===== src/rtl/pg_pkg.sv =====
package pg_pkg;
  localparam int unsigned PG_WIDTH = 8;
  localparam logic [PG_WIDTH-1:0] PG_TAPS = 8'hB8;  // bits 7,5,4,3
  localparam logic [PG_WIDTH-1:0] PG_SEED = 8'h01;

  typedef enum logic [1:0] {
    SEL_COUNT = 2'b00,
    SEL_SHIFT = 2'b01,
    SEL_PWM   = 2'b10,
    SEL_MIX   = 2'b11
  } pg_sel_e;
endpackage


===== src/rtl/pg_counter.sv =====
module pg_counter #(
  parameter int unsigned W = pg_pkg::PG_WIDTH
) (
  input  logic         clk,
  input  logic         rst_n,
  output logic [W-1:0] cnt_q
);
  localparam logic [W-1:0] ONE = W'(1);

  logic [W-1:0] cnt_d;

  always_comb begin
    cnt_d = cnt_q + ONE;
  end

  always_ff @(posedge clk or negedge rst_n) begin
    if (!rst_n) cnt_q <= '0;
    else        cnt_q <= cnt_d;
  end
endmodule


===== src/rtl/pg_lfsr.sv =====
module pg_lfsr #(
  parameter int unsigned   W    = pg_pkg::PG_WIDTH,
  parameter logic [W-1:0]  TAPS = pg_pkg::PG_TAPS,
  parameter logic [W-1:0]  SEED = pg_pkg::PG_SEED
) (
  input  logic         clk,
  input  logic         rst_n,
  output logic [W-1:0] lfsr_q
);
  logic [W-1:0] tapped;
  logic         fb;
  logic [W-1:0] lfsr_d;

  // mask out non-tap bits, then reduce
  genvar i;
  generate
    for (i = 0; i < W; i++) begin : g_tap
      assign tapped[i] = TAPS[i] & lfsr_q[i];
    end
  endgenerate

  always_comb begin
    fb     = ^tapped;
    lfsr_d = {lfsr_q[W-2:0], fb};
  end

  always_ff @(posedge clk or negedge rst_n) begin
    if (!rst_n) lfsr_q <= SEED;
    else        lfsr_q <= lfsr_d;
  end
endmodule


===== src/rtl/pg_outmux.sv =====
module pg_outmux #(
  parameter int unsigned W = pg_pkg::PG_WIDTH
) (
  input  logic [1:0]   mode_sel,
  input  logic [W-1:0] duty_thr,
  input  logic [W-1:0] cnt_q,
  input  logic [W-1:0] lfsr_q,
  output logic [W-1:0] pat_out,
  output logic         pwm_out
);
  import pg_pkg::*;

  pg_sel_e sel;

  always_comb begin
    pwm_out = (cnt_q < duty_thr);
    sel     = pg_sel_e'(mode_sel);
    unique case (sel)
      SEL_COUNT: pat_out = cnt_q;
      SEL_SHIFT: pat_out = lfsr_q;
      SEL_PWM:   pat_out = {W{pwm_out}};
      SEL_MIX:   pat_out = cnt_q ^ lfsr_q;
      default:   pat_out = '0;
    endcase
  end
endmodule


===== src/rtl/pattern_gen.sv =====
module pattern_gen #(
  parameter int unsigned W = pg_pkg::PG_WIDTH
) (
  input  logic         clk,
  input  logic         rst_n,
  input  logic [1:0]   mode_sel,
  input  logic [W-1:0] duty_thr,
  output logic [W-1:0] pat_out,
  output logic         pwm_out
);
  logic [W-1:0] cnt_q;
  logic [W-1:0] lfsr_q;

  pg_counter #(.W(W)) u_cnt (
    .clk   (clk),
    .rst_n (rst_n),
    .cnt_q (cnt_q)
  );

  pg_lfsr #(.W(W)) u_lfsr (
    .clk    (clk),
    .rst_n  (rst_n),
    .lfsr_q (lfsr_q)
  );

  pg_outmux #(.W(W)) u_mux (
    .mode_sel (mode_sel),
    .duty_thr (duty_thr),
    .cnt_q    (cnt_q),
    .lfsr_q   (lfsr_q),
    .pat_out  (pat_out),
    .pwm_out  (pwm_out)
  );
endmodule


===== config.mk =====
export PLATFORM = sky130hd
export DESIGN_NAME = pattern_gen
export DESIGN_NICKNAME = d
export VERILOG_FILES = /design/src/rtl/pg_pkg.sv /design/src/rtl/pg_counter.sv /design/src/rtl/pg_lfsr.sv /design/src/rtl/pg_outmux.sv /design/src/rtl/pattern_gen.sv
export SDC_FILE = /design/constraint.sdc
export NUM_CORES = 1
export LEC_CHECK = 0
export BUFFER_PORTS_ARGS = -buffer_cell sky130_fd_sc_hd__buf_4
export CORE_MARGIN = 5
export CORE_UTILIZATION = 42
export CTS_CLUSTER_DIAMETER = 50
export CTS_CLUSTER_SIZE = 28
export DETAILED_ROUTE_END_ITERATION = 16
export GPL_TIMING_DRIVEN = 0
export HOLD_SLACK_MARGIN = 0.08
export PLACE_DENSITY_LB_ADDON = 0.05
export SLEW_MARGIN = 20
export SYNTH_ARGS = -nofsm -noshare
export SYNTH_HDL_FRONTEND = slang
export SYNTH_SLANG_ARGS = --single-unit

===== constraint.sdc =====
create_clock -name clk -period 1.6 [get_ports clk]
set_input_delay 0.08 -clock clk [delete_from_list [all_inputs] [get_ports clk]]
set_output_delay 0.08 -clock clk [all_outputs]
set_load 0.03 [all_outputs]

Word level (Yosys, flattened, before mapping)
Index checks and enable logic that the tools add are counted.
- $add $sub $neg: 1
- multipliers: 0
- divide/modulo/power cells: 0
- magnitude comparators: 1
- equal/unequal tests: 3
- shifts and indexed selects: 0
- multiplexer cells: 1
- bitwise logic cells: 1
- reduce and logical (&&, ||, !) cells: 2
- operators by type and width (cell ; count):
    $pmux W8 S4 ; 1
    $add A8 B1 Y8 const B ; 1
    $lt A8 B8 Y1 ; 1
    $reduce_xor A8 Y1 ; 1
    $xor A8 B8 Y8 ; 1
    $eq A2 B2 Y1 const B ; 2
    $eq A2 B1 Y1 const B ; 1
    $logic_not A2 Y1 ; 1
- register bits: 16
- bits in latches: 0
- bits in writable memories: 0
- ROM bits: 0
- bits of input ports: 12
- output and inout bits: 9
- logic and storage cells: 11
- memories kept: 0

Longest topological paths before layout
Gate-level depths: netlist of the first run.
- depth in word-level cells: 2
- gate-level depth with buffers: 6
- depth with buffers taken out: 6

By module
A second synthesis of the first run with hierarchy kept.
- cell total of the unflattened synthesis: 96
- area total of the unflattened synthesis: 1009.7 um2
- modules (own cells, without submodules) (module ; instances ; cells each ; area an instance (um2) ; sequential area each (um2)):
    pg_outmux ; 1 ; 61 ; 465.4 ; 0.0
    pg_counter ; 1 ; 24 ; 316.6 ; 200.2
    pg_lfsr ; 1 ; 11 ; 227.7 ; 201.4

Worst setup path before layout of the first run
OpenSTA, ideal clock, no wires.
- path type: reg2out
- start point: register u_cnt.cnt_q[5]
- end point: output port pat_out[0]
- data arrival time: 1.687 ns
- data required time: 1.520 ns
- slack: -0.167 ns
- stages on the path, launching flop included: 6
- buffers on the path: 0
- cells stage by stage: dfrtp_1 > ha_1 > a21o_1 > a221oi_4 > o2111ai_4 > nand2_1
- cells in the longest elaborated chain, start to end: 2
- RTL lines (item ; line ; source):
    start, declared ; pg_counter.sv:6 ; output logic [W-1:0] cnt_q
    start signal, assigned ; pg_counter.sv:18 ; else cnt_q <= cnt_d;
    $lt A8 B8 Y1 ; pg_outmux.sv:16 ; pwm_out = (cnt_q < duty_thr);
    $pmux W8 S4 ; pg_outmux.sv:18 ; unique case (sel)
    end, declared ; pattern_gen.sv:8 ; output logic [W-1:0] pat_out,
Every way passes these cells.

Worst setup path after layout of the first run
- start point: register u_cnt.cnt_q[7]
- end point: output port pat_out[7]
- cells in the longest elaborated chain, start to end: 2
- elaborated cells on any way between the ends: 3
- classes of those cells: 1 x order compare; 1 x mux; 1 x bitwise
- RTL lines (item ; line):
    $lt A8 B8 Y1 / $xor A8 B8 Y8 (equally long branches) ; pg_outmux.sv:16, pg_outmux.sv:22
    $pmux W8 S4 (*) ; pg_outmux.sv:18
Mark *: on every way between the ends. The rest lies on a longest branch, timed or not.

==> results of run 1 <==
## cell usage in the layout, fill, tap and decap left out, types with 2 or more instances in the layout
cell type,count
inv_1,9
nand2_4,8
clkbuf_4,3
nand3_1,2
xor2_1,3
dfrtp_1,9
xnor2_1,14
ha_1,4
a22oi_1,8
buf_6,13
ha_4,4
nand2_1,9
buf_4,16
dfrtp_2,6
## power breakdown
| group | leakage (nW) | switching (mW) | internal, mW | total (mW) |
|---|---|---|---|---|
| sequential | 0.198 | 0 | 0.404 | 0.404 |
| combinational | 0.455 | 0.104 | 0.0927 | 0.197 |
| clock | 0.0150 | 0.128 | 0.0966 | 0.224 |
## how the worst min path moves through the flow
stage	from	to	slack, ns	cells after the start
after floorplan	rst_n	u_cnt.cnt_q[0]$_DFF_PN0_	-0.22	0
after global placement	rst_n	u_lfsr.lfsr_q[1]$_DFF_PN0_	-0.05	1
after detailed placement	rst_n	u_cnt.cnt_q[0]$_DFF_PN0_	-0.05	1
after CTS	rst_n	u_lfsr.lfsr_q[5]$_DFF_PN0_	0.18	2
after global routing	rst_n	u_lfsr.lfsr_q[6]$_DFF_PN0_	0.19	2
final	rst_n	u_lfsr.lfsr_q[5]$_DFF_PN0_	0.17	2
## final cells by class
cell class	count	share of cell area, %
repair buffers	30	19.3
flip-flops and latches	16	28.5
clock buffers	4	1.83
multi-input cells	65	45.0
well taps	28	2.44
inverters	9	2.35
plain buffers	2	0.610
## critical path: cells and delay by family, from the launching register on
| family | cells | cell delay [ns] |
|---|---|---|
| buf+inv | 2 | 0.31 |
| compound gates | 2 | 0.49 |
| simple gates | 2 | 0.20 |
| flops | 1 | 0.44 |
| fa+ha+maj | 1 | 0.24 |
## logic make-up (layout without fill, tap and decap cells)
group / count (synthesis) / after routing / synth area share, %
and+or+nand+nor: 25 / 25 / 12.0
xor gates and xnor gates: 17 / 17 / 15.3
DFF: 16 / 16 / 41.3
AOI/OAI and AO/OA: 15 / 15 / 16.8
buffers and inverters: 11 / 45 / 4.37
adders and majority gates: 8 / 8 / 10.3
## routing by layer
| metal | vias to the layer above | track usage [%] | share of wire, % |
|---|---|---|---|
| met5 | - | 0 | 0 |
| met4 | 0 | 3.97 | 0.73 |
| met3 | 2 | 2.67 | 3.4 |
| met2 | 10 | 22.1 | 50 |
| met1 | 358 | 16.5 | 46 |
| li1 | 385 | - | - |
## state kept, by name (all words and copies together) (netlist names)
| signal | count |
|---|---|
| u_cnt.cnt_q | 8 |
| u_lfsr.lfsr_q | 8 |
## per-stage QoR
stage	hold slack (ns)	utilization [%]	power [mW]	setup WS, ns	cells
final	0.168	64.9	0.825	-0.461	154
after global routing	0.195	64.9	0.873	-0.567	154
after CTS	0.180	63.7	0.825	-0.476	153
after detailed placement	-0.0492	56.5	0.582	-0.394	138
after global placement	-0.0533	56.5	0.579	-0.382	138
after floorplan	-0.216	-	0.521	-0.155	92
## timing repair
action / CTS / global route
endpoints found under the setup margin: 9 / 9
buffers inserted: 10 / 1
hold buffers: 1 / 0
pin swaps: 2 / 4
endpoints found under the hold margin: 16 / 0
gates resized for setup: 15 / 3
==> results.py, run 1 <==
metrics = {
    "place": {
        "postPlaceCellArea_sq_mm": 0.00125,
        "place_hpwl_um": 1420,
        "io_buffer_count": 18,
        "gp_congestion": 0.713,
    },
    "timing": {
        "tightest_slew_ns": 0.517,
        "rsz0062_at_grt": "true",
        "fin_worst_skew_ns": 0.0173,
        "setup_violations": 9,
        "period_share_pct": 129,
        "slew_headroom_pct": 65.4,
        "period_needed_ns": 2.06,
        "slew_violations": 0,
        "tns_ns": -3.91,
        "finalWorstSetupSlack_ns": -0.461,
        "final-hold-violation-count": 0,
        "fmax_mhz": 485,
    },
    "final_layout": {
        "nets": 147,
        "seqCellArea_sq_um": 409,
        "drive_above_1_share_pct": 45.2,
        "final.fill_count": 173,
        "syn_to_final_growth_pct": 47.4,
        "antenna_cells": 0,
        "multi_input_area_sq_um": 646,
        "final_cell_area_sq_mm": 0.00144,
    },
    "route": {
        "viasPerCell": 4.90,
        "wl_per_cell_um": 12.5,
        "dr.pass1.iters": 4,
        "drc": 0,
        "finalWirelength_um": 1920,
        "drt-initial-drc-count": 13,
        "ant_nets": 0,
        "num_vias": 755,
    },
    "setup_path": {
        "crit_fanout": 4,
        "r2r_setup_slack_ns": 0.41,
        "crit_chain": "ha_4 > and2_4 > a221oi_4 > o2111ai_4 > buf_6 > nand2_4 > buf_6",
        "start_kind": "register",
        "startpoint": "u_cnt.cnt_q[7]$_DFF_PN0_",
        "r2r-start": "u_cnt.cnt_q[0]$_DFF_PN0_",
        "critPathArrivalTime_ns": 1.98,
        "worstSetupPathType": "reg2out",
        "critPathCaptureType": "output port",
        "crit_top_cell": "buf_6",
        "cpPeakStageDelay_ns": 0.44,
        "critPathCapture": "pat_out[7]",
        "crit_required_ns": 1.52,
        "rr_endpoint": "u_cnt.cnt_q[6]$_DFF_PN0_",
        "r2r_cells": 4,
        "slowest_stage": "dfrtp_2",
    },
    "global_routing": {
        "antenna_found_initial": 0,
        "grt-ovfl-total": 0,
        "grt_use_total_pct": 13.0,
        "grt_max_degree": 17,
        "grt_pass1_wl_um": 3410,
        "grt_pass1_vias": 769,
    },
    "logic_synthesis": {
        "synth_fp_nets": 112,
        "ys_warn_count": 0,
        "async_flop_share_pct": 100,
        "synth_area_sq_um": 973,
        "avgSynthCellArea_sq_um": 10.6,
        "ys_types": 25,
        "ys_top_cells_by_count": "16 x nand2_1, 15 x dfrtp_1, 14 x xnor2_1",
        "synth_area_leader_cell": "dfrtp_1",
        "ys.flop_type": "dfrtp_1",
        "synth_top_area_share_pct": 38.6,
        "syn_inst": 92,
        "ys_top_cells_by_area": "dfrtp_1 39%, xnor2_1 13%, ha_1 10%",
        "synth-edff-count": 0,
        "yosysSeqAreaShare_pct": 41.3,
        "ys_ff_latch": 16,
        "synth.most_common_cell": "nand2_1",
    },
    "floorplan": {
        "pin_count": 21,
        "coreArea_sq_mm": 0.00221,
        "dieArea_sq_mm": 0.00338,
        "die_w_um": 58.1,
        "start_util_pct": 44.0,
        "row_count": 17,
        "die_h_um": 58.1,
    },
    "clock_tree": {
        "numCtsBuffers": 3,
        "cts_max_path_buffers": 2,
        "cts_tree": "built",
        "cts_max_level": 1,
        "cts-root-buf": "clkbuf_4",
        "cts.sinks": 16,
        "clk_latency_ns": 0.29,
        "clkSlewWorstSetupHoldPaths_ns": 0.11,
    },
    "worst_hold_path": {
        "hold_class": "in2async",
    },
    "flow_run": {
        "maxCapViolCount": 0,
    },
    "pwr": {
        "irDropWorstVdd_v": 0.000537,
        "powerDensity_mw_per_mm2": 575,
        "power_leakage_nw": 0.668,
    },
    "outcome": {
        "status": "complete, but fails checks",
        "violations": "negative setup slack",
    },
}
Power figures use the tool's default switching activity.
==> run 2, diff against run 1 <==
- CORE_UTILIZATION: 42 -> 40
==> results.py, run 2 (synthesis results as in run 1) <==
metrics = {
    "worst_hold_path": {
        "hold_class": "in2async",
    },
    "global_routing": {
        "antenna_found_initial": 0,
        "grt_max_degree": 17,
        "grt_pass1_vias": 804,
        "grt-ovfl-total": 0,
        "grt_pass1_wl_um": 3530,
        "grt_use_total_pct": 13.5,
    },
    "pwr": {
        "powerDensity_mw_per_mm2": 607,
        "irDropWorstVdd_v": 0.000521,
        "p_sw_share_pct": 27.4,
        "p_sw_mw": 0.238,
        "cell_internal_pwr_mw": 0.631,
        "power_leakage_nw": 0.673,
        "comb_power_share_pct": 22.2,
        "clockPowerShare_pct": 31.3,
        "p_total_mw": 0.869,
        "p_seq_share_pct": 46.5,
    },
    "setup_path": {
        "cp_top_family": "compound AO/OA/AOI/OAI gates",
        "slowest_stage": "dfrtp_2",
        "crit_required_ns": 1.52,
        "rr_endpoint": "u_cnt.cnt_q[6]$_DFF_PN0_",
        "crit_chain": "ha_4 > a211o_1 > a31oi_4 > o2111ai_4 > buf_8 > nand2_4 > buf_6",
        "crit_cells": 7,
        "r2r_cells": 5,
        "crit_fanout": 6,
        "r2r-start": "u_cnt.cnt_q[1]$_DFF_PN0_",
        "worstSetupPathType": "reg2out",
        "cp.buffers_inverters": 2,
        "cpPeakStageDelay_ns": 0.44,
        "r2r_setup_slack_ns": 0.35,
        "start_kind": "register",
        "critPathArrivalTime_ns": 1.97,
        "critPathCaptureType": "output port",
    },
    "route": {
        "viasPerCell": 5.02,
        "drc": 0,
        "wl_per_cell_um": 13.8,
        "route.met2.wl_um": 1080,
        "dr_wl_met3_um": 101,
        "num_vias": 768,
        "drt-initial-drc-count": 6,
        "ant_nets": 0,
        "finalWirelength_um": 2120,
        "top_layer": "met4",
        "m1WireLength_um": 922,
        "dr.pass1.iters": 4,
    },
    "clock_tree": {
        "cts_max_path_buffers": 2,
        "clk_latency_ns": 0.29,
        "cts_max_level": 1,
        "numCtsBuffers": 3,
        "cts-root-buf": "clkbuf_4",
        "cts.sinks": 16,
        "cts_tree": "built",
        "clkSlewWorstSetupHoldPaths_ns": 0.10,
    },
    "place": {
        "dpl_worst_slack_ns": -0.409,
        "place_hpwl_um": 1500,
        "gp_congestion": 0.693,
        "post-place-cells": 138,
        "io_buffer_count": 18,
    },
    "final_layout": {
        "syn_to_final_growth_pct": 47.0,
        "reg_top3": "u_cnt.cnt_q (8), u_lfsr.lfsr_q (8)",
        "most-common-layout-cells": "17 x buf_4, 14 x xnor2_1, 11 x dfrtp_1",
        "antenna_cells": 0,
        "fin_cells": 153,
        "nets": 146,
        "final_common_cell": "buf_4",
        "final_util_pct": 62.9,
        "drive_above_1_share_pct": 44.0,
    },
    "floorplan": {
        "start_util_pct": 42.8,
        "dieArea_sq_mm": 0.00352,
        "coreArea_sq_mm": 0.00228,
        "pin_count": 21,
        "die_h_um": 59.3,
        "die_w_um": 59.3,
        "row_count": 17,
    },
    "timing": {
        "tightest_slew_ns": 0.578,
        "finalWorstSetupSlack_ns": -0.451,
        "slew_headroom_pct": 61.3,
        "final-hold-violation-count": 0,
        "period_share_pct": 128,
        "setup_violations": 9,
        "fmax_mhz": 488,
        "period_needed_ns": 2.05,
        "fin_worst_skew_ns": 0.00497,
        "slew_violations": 0,
        "tns_ns": -3.75,
        "rsz0062_at_grt": "true",
    },
    "flow_run": {
        "maxCapViolCount": 0,
    },
    "outcome": {
        "status": "complete, but fails checks",
        "violations": "negative setup slack",
    },
}
==> run 2: cell count changes in the layout (fill, tap and decap cells not counted), sizes merged <==
cell | before | now
buf | 30 | 29
==> run 2: cell type report <==
class                           instances  area [sq um]
Clock buffer                            4          36.3
Timing Repair Buffer                   29           265
Buffer                                  2          8.76
Fill cell                             193           845
Sequential cell                        16           407
Multi-Input combinational cell         65           646
Tap cell                               28          35.0
Inverter                                9          33.8
==> run 2: how the worst max path moves through the flow <==
stage                             startpoint         end  slack [ns]
floorplan           u_cnt.cnt_q[6]$_DFF_PN0_  pat_out[0]       -0.16
global placement    u_cnt.cnt_q[6]$_DFF_PN0_  pat_out[0]       -0.38
detailed placement  u_cnt.cnt_q[6]$_DFF_PN0_  pat_out[0]       -0.41
CTS                 u_cnt.cnt_q[5]$_DFF_PN0_  pat_out[5]       -0.48
global route        u_cnt.cnt_q[5]$_DFF_PN0_  pat_out[3]       -0.54
finish              u_cnt.cnt_q[2]$_DFF_PN0_  pat_out[7]       -0.45
==> run 2: routing by layer <==
metal | vias up | GRT usage, %
li1 | 380 | -
met3 | 2 | 4.14
met2 | 16 | 23.1
met1 | 370 | 16.1
met5 | - | 0
met4 | 0 | 3.88
==> run 2: repair_timing <==
action	in CTS	in global routing
hold buffers	1	0
endpoints found under the setup margin	9	9
setup buffers	10	0
gates resized for setup	14	1
endpoints found under the hold margin	16	0
pin swaps	2	3
==> run 2: worst reg2reg max path, delay by kind of cell (launching register included) <==
kind	cells	cell delay, ns
and+or+nand+nor	2	0.31
buffers and inverters	1	0.15
adders and majority gates	1	0.20
xor gates and xnor gates	1	0.12
DFF	1	0.40
==> run 2: power by group through the flow <==
stage / registers, mW / logic, mW / clock network, mW
2_1_floorplan: 0.412 / 0.109 / 0
3_3_place_gp: 0.412 / 0.167 / 0
3_5_place_dp: 0.412 / 0.170 / 0
4_1_cts: 0.404 / 0.193 / 0.279
5_1_grt: 0.404 / 0.210 / 0.296
6_report: 0.404 / 0.193 / 0.272
==> run 2: through the flow <==
step	area [sq um]	hold slack (ns)
floorplan	1080	-0.216
global placement	1250	-0.0526
detailed placement	1250	-0.0491
CTS	1420	0.178
global route	1430	0.195
finish	1430	0.177
==> run 3, diff against run 2 <==
- CORE_MARGIN: 5 -> 8
==> results.py, run 3 (synthesis results as in run 1) <==
metrics = {
    "setup_path": {
        "crit_chain": "ha_4 > and2_4 > a221oi_4 > o2111ai_4 > buf_12 > nand2_4 > buf_6",
        "cp.buffers_inverters": 2,
        "cpPeakStageDelay_ns": 0.42,
        "worstSetupPathType": "reg2out",
        "startpoint": "u_cnt.cnt_q[7]$_DFF_PN0_",
        "slowest_stage": "dfrtp_1",
        "start_kind": "register",
        "r2r-start": "u_cnt.cnt_q[1]$_DFF_PN0_",
        "crit_required_ns": 1.52,
        "critPathArrivalTime_ns": 1.95,
        "cp_top_family": "compound AO/OA/AOI/OAI gates",
        "critPathCaptureType": "output port",
        "crit_fanout": 8,
    },
    "timing": {
        "fmax_mhz": 493,
        "final-hold-violation-count": 0,
        "fin_worst_skew_ns": 0.00560,
        "tightest_slew_ns": 0.571,
        "rsz0062_at_grt": "true",
        "period_needed_ns": 2.03,
        "slew_headroom_pct": 61.8,
        "slew_violations": 0,
        "finalWorstSetupSlack_ns": -0.427,
        "setup_violations": 9,
        "period_share_pct": 127,
    },
    "final_layout": {
        "final.fill_count": 211,
        "antenna_cells": 0,
        "drive_above_1_share_pct": 47.7,
        "final_util_pct": 61.9,
        "reg_top3": "u_cnt.cnt_q (8), u_lfsr.lfsr_q (8)",
        "final_cell_area_sq_mm": 0.00148,
        "final_common_cell": "buf_4",
        "syn_to_final_growth_pct": 51.8,
        "most-common-layout-cells": "20 x buf_4, 14 x xnor2_1, 10 x buf_6",
        "nets": 149,
    },
    "global_routing": {
        "antenna_found_initial": 0,
        "grt-ovfl-total": 0,
        "grt_max_degree": 17,
        "grt_use_total_pct": 11.1,
        "grt_pass1_wl_um": 3720,
        "grt_pass1_vias": 830,
    },
    "route": {
        "finalWirelength_um": 2200,
        "ant_nets": 0,
        "drt-initial-drc-count": 14,
        "drc": 0,
        "viasPerCell": 4.99,
        "wl_per_cell_um": 13.9,
        "dr.pass1.iters": 4,
        "num_vias": 788,
    },
    "floorplan": {
        "pin_count": 21,
        "coreArea_sq_mm": 0.00239,
        "dieArea_sq_mm": 0.00427,
        "die_w_um": 65.3,
        "row_count": 18,
        "start_util_pct": 40.8,
        "die_h_um": 65.3,
    },
    "pwr": {
        "powerDensity_mw_per_mm2": 588,
        "irDropWorstVdd_v": 0.000499,
        "power_leakage_nw": 0.685,
    },
    "place": {
        "place_hpwl_um": 1600,
        "io_buffer_count": 18,
        "gp_congestion": 0.738,
        "dpl_worst_slack_ns": -0.419,
        "postPlaceCellArea_sq_mm": 0.00125,
    },
    "clock_tree": {
        "numCtsBuffers": 3,
        "cts_tree": "built",
        "cts-root-buf": "clkbuf_4",
        "cts.sinks": 16,
        "clkSlewWorstSetupHoldPaths_ns": 0.09,
        "cts_max_level": 1,
        "cts_max_path_buffers": 2,
        "clk_latency_ns": 0.29,
    },
    "flow_run": {
        "maxCapViolCount": 0,
    },
    "worst_hold_path": {
        "hold_class": "in2async",
    },
    "outcome": {
        "status": "complete, but fails checks",
        "violations": "negative setup slack",
    },
}
-- run 3: cell types whose count changed in the layout (fill, tap and decap cells not counted), sizes merged --
| cell | previous run | this run |
|---|---|---|
| buf | 29 | 32 |
-- run 3: metal layers --
| layer | vias to the layer above | share of wire (%) | track usage, % |
|---|---|---|---|
| met1 | 376 | 41 | 12.3 |
| li1 | 387 | - | - |
| met3 | 7 | 6.2 | 3.57 |
| met2 | 18 | 50 | 18.7 |
| met5 | - | 0 | 0 |
| met4 | 0 | 2.2 | 5.72 |
-- run 3: final cells by class --
class	instances	area, sq um	area share (%)
Buffer	2	8.76	0.593
Multi-Input combinational cell	65	659	44.6
Timing Repair Buffer	32	293	19.8
Clock buffer	4	36.3	2.46
Tap cell	30	37.5	2.54
Inverter	9	33.8	2.29
Sequential cell	16	409	27.7
-- run 3: report_power, final --
part / switching, mW / internal (mW) / total [mW] / leakage, nW
Combinational: 0.107 / 0.0926 / 0.200 / 0.466
Sequential: 0 / 0.404 / 0.404 / 0.198
Clock: 0.126 / 0.139 / 0.264 / 0.0210
-- run 3: timing repair --
item / CTS / global route
hold buffers: 1 / 0
hold endpoints to repair: 16 / 0
setup buffers: 9 / 5
endpoints found under the setup margin: 9 / 9
pin swaps: 2 / 4
cloned: 0 / 0
resized for setup: 13 / 4
-- run 3: final timing paths --
path	cells after the start	to	slack (ns)
max	7	pat_out[0]	-0.43
min reg2reg	0	u_lfsr.lfsr_q[2]$_DFF_PN0_	0.40
min in group clk	0	u_lfsr.lfsr_q[2]$_DFF_PN0_	0.40
max in group asynchronous	2	u_lfsr.lfsr_q[0]$_DFF_PN1_	1.18
min	2	u_lfsr.lfsr_q[1]$_DFF_PN0_	0.17
max reg2reg	5	u_cnt.cnt_q[6]$_DFF_PN0_	0.32
-- run 3: metrics by stage --
step | power, mW | instances | hold slack [ns] | TNS, ns
after floorplan | 0.521 | 92 | -0.216 | -1.22
after detailed placement | 0.583 | 140 | -0.0475 | -3.15
after global routing | 0.911 | 158 | 0.190 | -4.41
after CTS | 0.871 | 154 | 0.188 | -3.96
after global placement | 0.580 | 140 | -0.0521 | -2.84
final | 0.868 | 158 | 0.174 | -3.68
-- run 3: worst register-to-register path: cells and delay by family, from the launching register on --
family	cells	cell delay, ns
flip-flops	1	0.41
XOR/XNOR	1	0.12
adder cells (fa/ha/maj)	1	0.20
buffers and inverters	1	0.16
AND/OR/NAND/NOR	2	0.31
